==> src/rtl/cmos_dec_pkg.sv <==
// Shared types for the CMOS port decoder.
// Assumes at most one of io_rd / io_wr is high in a cycle.
package cmos_dec_pkg;
    typedef enum logic [1:0] {
        PAIR_LEGACY = 2'd0,
        PAIR_FULL   = 2'd1,
        PAIR_AUX    = 2'd2,
        PAIR_NONE   = 2'd3
    } pair_e;
endpackage

==> src/rtl/cmos_addr_decode.sv <==
// Maps an I/O address onto a port pair and an index/data role.
// Assumes that the pairs sit back to back from BASE, index port first.
module cmos_addr_decode
    import cmos_dec_pkg::*;
#(
    parameter int          ADDR_W = 16,
    parameter logic [15:0] BASE   = 16'h0070,
    parameter int          NPAIR  = 3
) (
    input  logic [ADDR_W-1:0] addr,
    output pair_e             pair,
    output logic              is_data
);
    localparam int SPAN = 2 * NPAIR;

    logic [NPAIR-1:0] pair_hit;
    logic [ADDR_W-1:0] offs;

    assign offs = addr - ADDR_W'(BASE);

    // One comparator for each pair.
    for (genvar g = 0; g < NPAIR; g++) begin : g_pair
        assign pair_hit[g] = (offs >= ADDR_W'(2*g)) && (offs < ADDR_W'(2*g+2));
    end

    // Turn the hit vector into a pair code.
    always_comb begin
        pair = PAIR_NONE;
        for (int i = 0; i < NPAIR; i++) begin
            if (pair_hit[i]) pair = pair_e'(i);
        end
    end

    assign is_data = (offs < ADDR_W'(SPAN)) && offs[0];
endmodule

==> src/rtl/cmos_index_regs.sv <==
// Holds the three index latches and the NMI mask bit.
// Assumes wr_en is already limited to claimed index-port writes.
module cmos_index_regs
    import cmos_dec_pkg::*;
#(
    parameter int DATA_W = 8
) (
    input  logic              clk,
    input  logic              rst_n,
    input  logic              wr_en,
    input  pair_e             pair,
    input  logic [DATA_W-1:0] wdata,
    output logic [DATA_W-2:0] idx_legacy,
    output logic              mask,
    output logic [DATA_W-1:0] idx_full,
    output logic [DATA_W-1:0] idx_aux
);
    // Latch the index, and the mask on the legacy port.
    always_ff @(posedge clk) begin
        if (!rst_n) begin
            idx_legacy <= '0;
            mask       <= 1'b1;
            idx_full   <= '0;
            idx_aux    <= '0;
        end else if (wr_en) begin
            case (pair)
                PAIR_LEGACY: begin
                    mask       <= wdata[DATA_W-1];
                    idx_legacy <= wdata[DATA_W-2:0];
                end
                PAIR_FULL: idx_full <= wdata;
                PAIR_AUX:  idx_aux  <= wdata;
                default: ;
            endcase
        end
    end
endmodule

==> src/rtl/cmos_route.sv <==
// Steers a data access to the internal array or the external RTC bus,
// and builds the read data. Purely combinational.
module cmos_route
    import cmos_dec_pkg::*;
#(
    parameter int DATA_W = 8
) (
    input  pair_e             pair,
    input  logic              is_data,
    input  logic              claim,
    input  logic              rd,
    input  logic              wr,
    input  logic              rtc_int,
    input  logic [DATA_W-2:0] idx_legacy,
    input  logic              mask,
    input  logic [DATA_W-1:0] idx_full,
    input  logic [DATA_W-1:0] idx_aux,
    input  logic [DATA_W-1:0] ram_rdata,
    input  logic [DATA_W-1:0] ext_rdata,
    output logic [DATA_W-1:0] tgt_addr,
    output logic              ram_re,
    output logic              ram_we,
    output logic              ext_re,
    output logic              ext_we,
    output logic [DATA_W-1:0] rdata
);
    logic internal;
    logic [DATA_W-1:0] idx_view;
    logic dacc;

    assign internal = (pair == PAIR_AUX) || rtc_int;
    assign dacc     = claim && is_data;

    // Effective target address and index read-back value for each pair.
    always_comb begin
        case (pair)
            PAIR_LEGACY: begin
                tgt_addr = {1'b0, idx_legacy};
                idx_view = {mask, idx_legacy};
            end
            PAIR_FULL: begin
                tgt_addr = idx_full;
                idx_view = idx_full;
            end
            default: begin
                tgt_addr = idx_aux;
                idx_view = idx_aux;
            end
        endcase
    end

    assign ram_re = dacc && rd && internal;
    assign ram_we = dacc && wr && internal;
    assign ext_re = dacc && rd && !internal;
    assign ext_we = dacc && wr && !internal;

    // Read mux: idle value when nothing is claimed.
    always_comb begin
        if (!(claim && rd))  rdata = '1;
        else if (!is_data)   rdata = idx_view;
        else if (internal)   rdata = ram_rdata;
        else                 rdata = ext_rdata;
    end
endmodule

==> src/rtl/cmos_port_decoder.sv <==
// Top: CMOS index/data port decoder with NMI mask.
// Assumes a single-cycle I/O access with io_rd and io_wr never both high.
module cmos_port_decoder
    import cmos_dec_pkg::*;
#(
    parameter int          ADDR_W = 16,
    parameter int          DATA_W = 8,
    parameter logic [15:0] BASE   = 16'h0070
) (
    input  logic              clk,
    input  logic              rst_n,
    input  logic [ADDR_W-1:0] io_addr,
    input  logic [DATA_W-1:0] io_wdata,
    input  logic              io_rd,
    input  logic              io_wr,
    output logic [DATA_W-1:0] io_rdata,
    output logic              io_claim,
    input  logic              cfg_rtc_int,
    input  logic              cfg_sram_en,
    input  logic              cfg_aux_en,
    input  logic              err_chan_chk,
    input  logic              err_sys_err,
    output logic              nmi_mask,
    output logic              nmi_out,
    output logic [DATA_W-1:0] ram_addr,
    output logic [DATA_W-1:0] ram_wdata,
    output logic              ram_re,
    output logic              ram_we,
    input  logic [DATA_W-1:0] ram_rdata,
    output logic [DATA_W-1:0] ext_addr,
    output logic [DATA_W-1:0] ext_wdata,
    output logic              ext_re,
    output logic              ext_we,
    input  logic [DATA_W-1:0] ext_rdata
);
    localparam int NPAIR = 3;

    pair_e pair;
    logic is_data, pair_ok, idx_wr;
    logic [DATA_W-2:0] idx_legacy;
    logic [DATA_W-1:0] idx_full, idx_aux, tgt_addr;

    cmos_addr_decode #(.ADDR_W(ADDR_W), .BASE(BASE), .NPAIR(NPAIR)) u_dec (
        .addr(io_addr), .pair(pair), .is_data(is_data)
    );

    // The auxiliary pair needs both enables; the others are always present.
    assign pair_ok  = (pair == PAIR_AUX) ? (cfg_sram_en && cfg_aux_en) : (pair != PAIR_NONE);
    assign io_claim = pair_ok;
    assign idx_wr   = io_claim && io_wr && !is_data;

    cmos_index_regs #(.DATA_W(DATA_W)) u_idx (
        .clk(clk), .rst_n(rst_n), .wr_en(idx_wr), .pair(pair), .wdata(io_wdata),
        .idx_legacy(idx_legacy), .mask(nmi_mask), .idx_full(idx_full), .idx_aux(idx_aux)
    );

    cmos_route #(.DATA_W(DATA_W)) u_route (
        .pair(pair), .is_data(is_data), .claim(io_claim), .rd(io_rd), .wr(io_wr),
        .rtc_int(cfg_rtc_int), .idx_legacy(idx_legacy), .mask(nmi_mask),
        .idx_full(idx_full), .idx_aux(idx_aux), .ram_rdata(ram_rdata),
        .ext_rdata(ext_rdata), .tgt_addr(tgt_addr), .ram_re(ram_re), .ram_we(ram_we),
        .ext_re(ext_re), .ext_we(ext_we), .rdata(io_rdata)
    );

    assign ram_addr  = tgt_addr;
    assign ext_addr  = tgt_addr;
    assign ram_wdata = io_wdata;
    assign ext_wdata = io_wdata;

    // Either error source raises NMI unless it is masked.
    assign nmi_out = (err_chan_chk || err_sys_err) && !nmi_mask;
endmodule

==> config.mk <==
export PLATFORM = sky130hd
export DESIGN_NAME = cmos_port_decoder
export DESIGN_NICKNAME = d
export VERILOG_FILES = /design/src/rtl/cmos_dec_pkg.sv /design/src/rtl/cmos_addr_decode.sv /design/src/rtl/cmos_index_regs.sv /design/src/rtl/cmos_route.sv /design/src/rtl/cmos_port_decoder.sv
export SDC_FILE = /design/constraint.sdc
export NUM_CORES = 1
export LEC_CHECK = 0
export BUFFER_PORTS_ARGS = -buffer_cell sky130_fd_sc_hd__buf_2
export CAP_MARGIN = 20
export CORE_UTILIZATION = 47
export DETAILED_ROUTE_END_ITERATION = 10
export GPL_TIMING_DRIVEN = 1
export PLACE_DENSITY = 0.86
export RECOVER_POWER = 50
export SYNTH_ARGS = -nofsm -noshare
export SYNTH_HDL_FRONTEND = slang
export SYNTH_SLANG_ARGS = --single-unit
==> constraint.sdc <==
create_clock -name clk -period 3.1 [get_ports clk]
set_input_delay 0.465 -clock clk [delete_from_list [all_inputs] [get_ports clk]]
set_output_delay 0.465 -clock clk [all_outputs]
set_load 0.03 [all_outputs]
==> results.md, run 1 <==
* Filler cells at 355
* Rows at 23
* Final worst slack at roughly 0.086 ns
* CTS tree: built
* Clk slew on worst S/H paths at 0.08 ns
* Combinational power share at a little over a fifth
* Worst vdd ir at 0.290 mV
* CP Launch Type: input port
* Largest net degree at the start of global routing at 34
* CP Data Arrival Time at 2.55 ns
* Core region area at 4000 µm²
* Worst-path maximum fanout at 7
* Placed inst area at 2390 µm²
* Hpwl dp at 4060 µm
* N_diodes at 0
* Multi-input gate area at 1240 µm²
* Slew @ Worst Pin at 0.615 ns
* Design area at 2510 µm²
* Initial antenna violation count at 0
* Clock Power Share at 37.7%
* P_int at 0.540 mW
* Global-route wire length before repair at 8300 µm
* Flops & latches, synth at 24
* Sequential Power Share at between 40% and 50%
* Min Tclk post-route at 3.01 ns
* Post-synthesis sequential area ratio at 24.4%
* Slew margin rel. at 58.9%
* Critical path capture point type: output pin
* CP Class: input port to output pin
* Hold Crit Class: register to register
* Vias in the first global route at 1844
* Avg Cell Area, Syn at 8.23 µm²
* Period utilization at 97.2%
* Synthesized area at 1970 µm²
* Leakage Power at 1.25 nW
* DP Cell Count at 367
* Post-route ant nets at 0
* Run status: complete, no violations
* Dpl ws at -0.0717 ns
* Max Clock Skew at 0 ns
* Routed WL per cell at 15.0 µm
* Final Power at 0.744 mW
* Post-synthesis cell type count at 43
* Synth Flop Type: dfxtp_1
* Vias per cell at 5.66
* Hold Buf Count CTS at 0
* Post-synth ARST share at 0%
* CTS max path bufs at 2
* Layout area overhead at 27.5%
* Synth Instances at between 200 and 250
* Later-pin clock latency in the skew report at 0.27 ns
* Finish-stage setup viols at 0
* Full die area at between 4000 and 5000 µm²
* Inserted Clock Buffers at 3
* Die W at 66.7 µm
* Max_cap viols at 0
* Max Slew Vio Count at 0
* GRT overflow at 0
* Hold Vio Cnt, Final at 0
* Initial Utilization at around half
* Storage cell area at 480 µm²
* # H-tree levels at 1
* Share of cells above drive strength 1 at 34.8%
* Final nets at 374
* Vias at between 2000 and 2500
* Total GRT Usage at about a quarter
* Synthesis warning total at 0
* PwrDens at approximately 300 nW/µm²
* Number of synthesized flops with an enable pin at 0
* Initial drt markers at around 120
* Final wirelength at ~5600 µm
* Cell Count, Final, Fillers Out at 372
* Setup_tns at 0 ns
* Die Ht at around 67 µm
* Root Buffer Master: clkbuf_8
* IO Pins at 96
* First drt pass iteration count at 5
* Syn Nets at 290
* Required time worst endpoint at 2.63 ns
* Switch Pwr at roughly 0.20 mW
* DRC at 0
* Buffers on Ports at 95
* Final Wtd Congestion at approximately 0.88
* Num Clock Sinks at 24
* Max Fclk at 332 MHz
* Sw frac at 27.4%
-- synth_stat cells, types with 2 or more instances --
library cell / count / area [µm²]
a21o_1: 2 / 15.0
a21oi_1: 8 / 40.0
a22oi_1: 7 / 52.6
a32o_1: 7 / 70.1
a32oi_1: 8 / 70.1
and2_1: 2 / 12.5
buf_4: 24 / 180
buf_6: 3 / 33.8
clkbuf_1: 6 / 22.5
dfxtp_1: 24 / 480
ha_1: 2 / 25.0
inv_1: 12 / 45.0
mux2i_1: 26 / 260
nand2_1: 35 / 131
nand3_1: 4 / 20.0
nand3b_1: 10 / 75.1
nor2_1: 9 / 33.8
nor2b_1: 2 / 12.5
nor3_1: 4 / 20.0
nor3b_1: 3 / 22.5
o2111ai_1: 2 / 17.5
o21a_1: 6 / 45.0
o21ai_0: 13 / 65.1
-- placed cells by master, fill, tap and decap left out, drive strengths merged, types with 3 or more instances in the layout --
| cell type | n |
|---|---|
| dfxtp | 24 |
| clkbuf | 22 |
| a32o | 7 |
| a22oi | 7 |
| nand2 | 35 |
| o21a | 6 |
| o21ai | 13 |
| inv | 12 |
| nand3 | 4 |
| nor3b | 4 |
| a32oi | 8 |
| nand3b | 10 |
| nor2 | 9 |
| and2 | 3 |
| buf | 93 |
| nor3 | 6 |
| mux2i | 26 |
| a21oi | 9 |
-- repair_timing --
| action | 4_1_cts | 5_1_grt |
|---|---|---|
| setup buffers | 0 | 1 |
| pin swaps | 0 | 10 |
| endpoints found under the setup margin | 7 | 25 |
| gates resized for setup | 3 | 31 |
-- area by class of cell --
| cell class | count | share of cell area [%] |
|---|---|---|
| Timing Repair Buffer | 112 | 24.2 |
| Tap cell | 50 | 2.49 |
| Multi-Input combinational cell | 170 | 49.5 |
| Sequential cell | 24 | 19.2 |
| Clock inverter | 1 | 1.20 |
| Clock buffer | 3 | 1.65 |
| Inverter | 12 | 1.80 |
-- cell families after synthesis --
kind of cell    after synthesis  share of synthesized area, %
compound gates               59                          23.0
mux                          27                          14.0
xor+xnor                      1                         0.445
buf+inv                      45                          14.3
simple gates                 81                          22.6
fa+ha+maj                     2                          1.27
flops                        24                          24.4
-- stage by stage --
| stage | util (%) | hold slack (ns) |
|---|---|---|
| finish | 62.7 | 0.468 |
| global route | 62.7 | 0.486 |
| CTS | 61.9 | 0.465 |
| detailed placement | 59.9 | 0.453 |
| global placement | 59.9 | 0.445 |
| floorplan | - | 0.434 |
-- state kept, by name, summed over array words and instances, names as in the netlist --
| signal | count |
|---|---|
| u_idx.mask | 1 |
| u_idx.idx_full | 8 |
| u_idx.idx_aux | 8 |
| u_idx.idx_legacy | 7 |
-- worst paths after layout --
check,from,to,slack [ns],cells after the start
worst max-delay path,io_addr[4],io_rdata[0],0.09,11
worst max register to register,u_idx.idx_aux[3],u_idx.idx_aux[3],2.40,2
worst min-delay path,u_idx.idx_aux[0],u_idx.idx_aux[0],0.47,2
worst min register to register,u_idx.idx_aux[0],u_idx.idx_aux[0],0.47,2
-- layer usage --
layer  GRT usage [%]  part of all wire, %  vias to the layer above
li1                -                    -                     1023
met1            29.9                   41                      974
met2            43.9                   50                      100
met3            3.42                  6.3                       10
met4            8.24                  2.0                        0
met5               0                    0                        -
-- power by group through the flow --
stage               clock network [mW]  registers, mW  logic (mW)
floorplan                            0          0.315      0.0971
global placement                     0          0.315       0.144
detailed placement                   0          0.315       0.146
CTS                              0.277          0.308       0.149
global route                     0.292          0.308       0.169
finish                           0.280          0.308       0.155
-- critical path, cell delays in order --
cell and delay [ns]:
buf_6 0.10, ha_4 0.15, and2_4 0.17, a21oi_1 0.09, mux2_4 0.30, buf_4 0.16, a2111oi_4 0.41, buf_4 0.20
o21ai_0 0.07, a32oi_1 0.23, buf_4 0.19
(Power assumes the default switching activity.)
==> inputs of run 2 (changes only) <==
--- a/config.mk
+++ b/config.mk
@@ -9,2 +9,3 @@
 export CAP_MARGIN = 20
+export CORE_MARGIN = 2
 export CORE_UTILIZATION = 47
==> constraint.sdc (replaced) <==
create_clock -name clk -period 3.1 [get_ports clk]
set_input_delay 0.62 -clock clk [delete_from_list [all_inputs] [get_ports clk]]
set_output_delay 0.62 -clock clk [all_outputs]
set_load 0.03 [all_outputs]
==> results.md, run 2 (same netlist as run 1, synthesis figures left out) <==
* Min Tclk post-route at 3.34 ns (was 3.01 ns)
* Buffers on Ports at 95 (unchanged)
* Post-route ant nets at 0 (unchanged)
* Commonest non-fill, non-tap cell in the layout: buf_2 (unchanged)
* Clk slew on worst S/H paths at 0.09 ns (was 0.08 ns)
* Max Clock Skew at 0 ns (unchanged)
* CTS max path bufs at 2 (unchanged)
* DP Cell Count at 389 (was 367)
* Initial Utilization at 48.9% (was 49.2%)
* Die W at 68.7 µm (was 66.7 µm)
* CP Class: input port to output pin (unchanged)
* IO Pins at 96 (unchanged)
* Failing checks: setup timing
* Crit. Startpoint: io_addr[5] (was io_addr[4])
* Max_cap viols at 0 (unchanged)
* Storage cell area at 480 µm² (unchanged)
* Setup_tns at -3.88 ns (was 0 ns)
* CP Data Arrival Time at 2.72 ns (was 2.55 ns)
* Rows at 23 (unchanged)
* Routed WL per cell at 20.1 µm (was 15.0 µm)
* Largest regs: u_idx.idx_aux: 8 flops, u_idx.idx_full: 8 flops, u_idx.idx_legacy: 7 flops (unchanged)
* DRC at 0 (unchanged)
* Critical path capture point type: output pin (unchanged)
* Worst vdd ir at 0.325 mV (was 0.290 mV)
* Slew @ Worst Pin at 0.642 ns (was 0.615 ns)
* CP max-delay cell: nor4_2 (was a2111oi_4)
* N_diodes at 0 (unchanged)
* Later-pin clock latency in the skew report at 0.27 ns (about the same)
* Largest net degree at the start of global routing at 34 (unchanged)
* Inserted Clock Buffers at 3 (unchanged)
* Share of cells above drive strength 1 at 51.7% (was 34.8%)
* Max Slew Vio Count at 0 (unchanged)
* Die Ht at 68.7 µm (was 66.7 µm)
* Run status: finished, violations left (was complete, no violations)
* Hpwl dp at 4500 µm (was 4060 µm)
* Max Fclk at 299 MHz (was 332 MHz)
* Hold Crit Start: u_idx.idx_full[7] (was u_idx.idx_aux[0])
* Highest-count cells in the layout ignoring fill and taps: buf_2 (62), buf_4 (41), nand2_1 (34), mux2i_1 (25), dfxtp_1 (24) (was buf_2 (68), nand2_1 (35), mux2i_1 (26), dfxtp_1 (24), buf_4 (23))
* Critical-path cell list: buf_8 > ha_4 > nand2_1 > nor4_2 > o221ai_4 > buf_6 > nor3_4 > a32oi_1 > buf_4 (was buf_6 > ha_4 > and2_4 > a21oi_1 > mux2_4 > buf_4 > a2111oi_4 > buf_4 > o21ai_0 > a32oi_1 > buf_4)
* CP top delay family: simple AND/OR/NAND/NOR gates (was compound AO/OA/AOI/OAI gates)
* Global-route wire length before repair at 9370 µm (was 8300 µm)
* Leakage Power at 1.46 nW (was 1.25 nW)
* Num Clock Sinks at 24 (unchanged)
* GRT overflow at 0 (unchanged)
* Initial antenna violation count at 0 (unchanged)
* Root Buffer Master: clkbuf_8 (unchanged)
* Worst R2R Start: u_idx.idx_aux[7] (was u_idx.idx_aux[3])
* CTS tree: built (unchanged)
* Slew margin rel. at 57.1% (was 58.9%)
* Layout area overhead at 58.3% (was 27.5%)
* Multi-input gate area at 1500 µm² (was 1240 µm²)
* Total GRT Usage at 26.4% (was 24.7%)
* PwrDens at 254 nW/µm² (was 296 nW/µm²)
* Final Wtd Congestion at 0.835 (was 0.879)
* Cell Count, Final, Fillers Out at 404 (was 372)
* Core region area at 4030 µm² (was 4000 µm²)
* CP Buf/Inv Count at 3 (was 4)
* First drt pass iteration count at 4 (was 5)
* Period utilization at 108% (was 97.2%)
* Hold Vio Cnt, Final at 0 (unchanged)
* CP Launch Type: input port (unchanged)
* Filler cells at 267 (was 355)
* Initial drt markers at 200 (was 117)
* Vias in the first global route at 2146 (was 1844)
* Vias at 2478 (was 2107)
* Hold Crit Class: register to register (unchanged)
* Crit-path max cell delay at 0.56 ns (was 0.41 ns)
* Final nets at 406 (was 374)
* Vias per cell at 6.13 (was 5.66)
* Final worst slack at -0.243 ns (was 0.0862 ns)
* Finish-stage setup viols at 28 (was 0)
* # H-tree levels at 1 (unchanged)
* Full die area at 4720 µm² (was 4450 µm²)
* Final wirelength at 8110 µm (was 5600 µm)
* Worst-path maximum fanout at 7 (unchanged)
* RSZ-0062 raised after global routing: true
* Required time worst endpoint at 2.48 ns (was 2.63 ns)
-- run 2: area by class of cell --
cell class                      instances  area share [%]
Timing Repair Buffer                  143            30.6
Multi-Input combinational cell        171            48.2
Sequential cell                        24            15.4
Inverter                               12            1.45
Clock buffer                            3            1.33
Clock inverter                          1           0.964
Tap cell                               50            2.01
-- run 2: routing by layer --
layer	wire length, µm	part of all wire, %	up-vias	track usage, %
met2	4190	52	171	49.4
met1	2860	35	1168	28.0
li1	-	-	1088	-
met5	0	0	-	0
met4	506	6.2	0	15.9
met3	558	6.9	51	2.92
-- run 2: worst register-to-register path: cells and delay by family (launching register included) --
kind / cells / cell delay [ns]
muxes: 1 / 0.16
and+or+nand+nor: 1 / 0.07
DFF: 1 / 0.40
-- run 2: stage by stage --
step                hold WS [ns]  util [%]  worst slack, ns  instance area, µm²  power, mW
detailed placement         0.453      64.0           -0.410                2580      0.478
CTS                        0.467      69.9           -0.114                2820      0.761
floorplan                  0.434         -           -0.142                1980      0.412
global placement           0.443      64.0           -0.331                2580      0.477
finish                     0.467      77.3           -0.243                3120      0.792
global route               0.489      77.3           -0.377                3120      0.814
-- run 2: final timing paths --
path	endpoint	slack (ns)	cells after the start
worst max-delay path	io_rdata[2]	-0.24	9
worst min-delay path	u_idx.idx_full[7]	0.47	2
worst max register to register	u_idx.idx_aux[7]	2.41	2
worst min register to register	u_idx.idx_full[7]	0.47	2
-- run 2: power breakdown --
group	total, mW	leakage, nW	internal, mW	switching [mW]
Sequential	0.308	0.193	0.308	0.00000445
Combinational	0.208	1.23	0.0827	0.125
Clock	0.276	0.0357	0.173	0.104
-- run 2: what timing repair did --
item | CTS | global route
gates resized for setup | 42 | 59
buffers inserted | 2 | 8
endpoints found under the setup margin | 28 | 28
hold buffers | 0 | 0
cloned | 0 | 1
pin swaps | 11 | 19
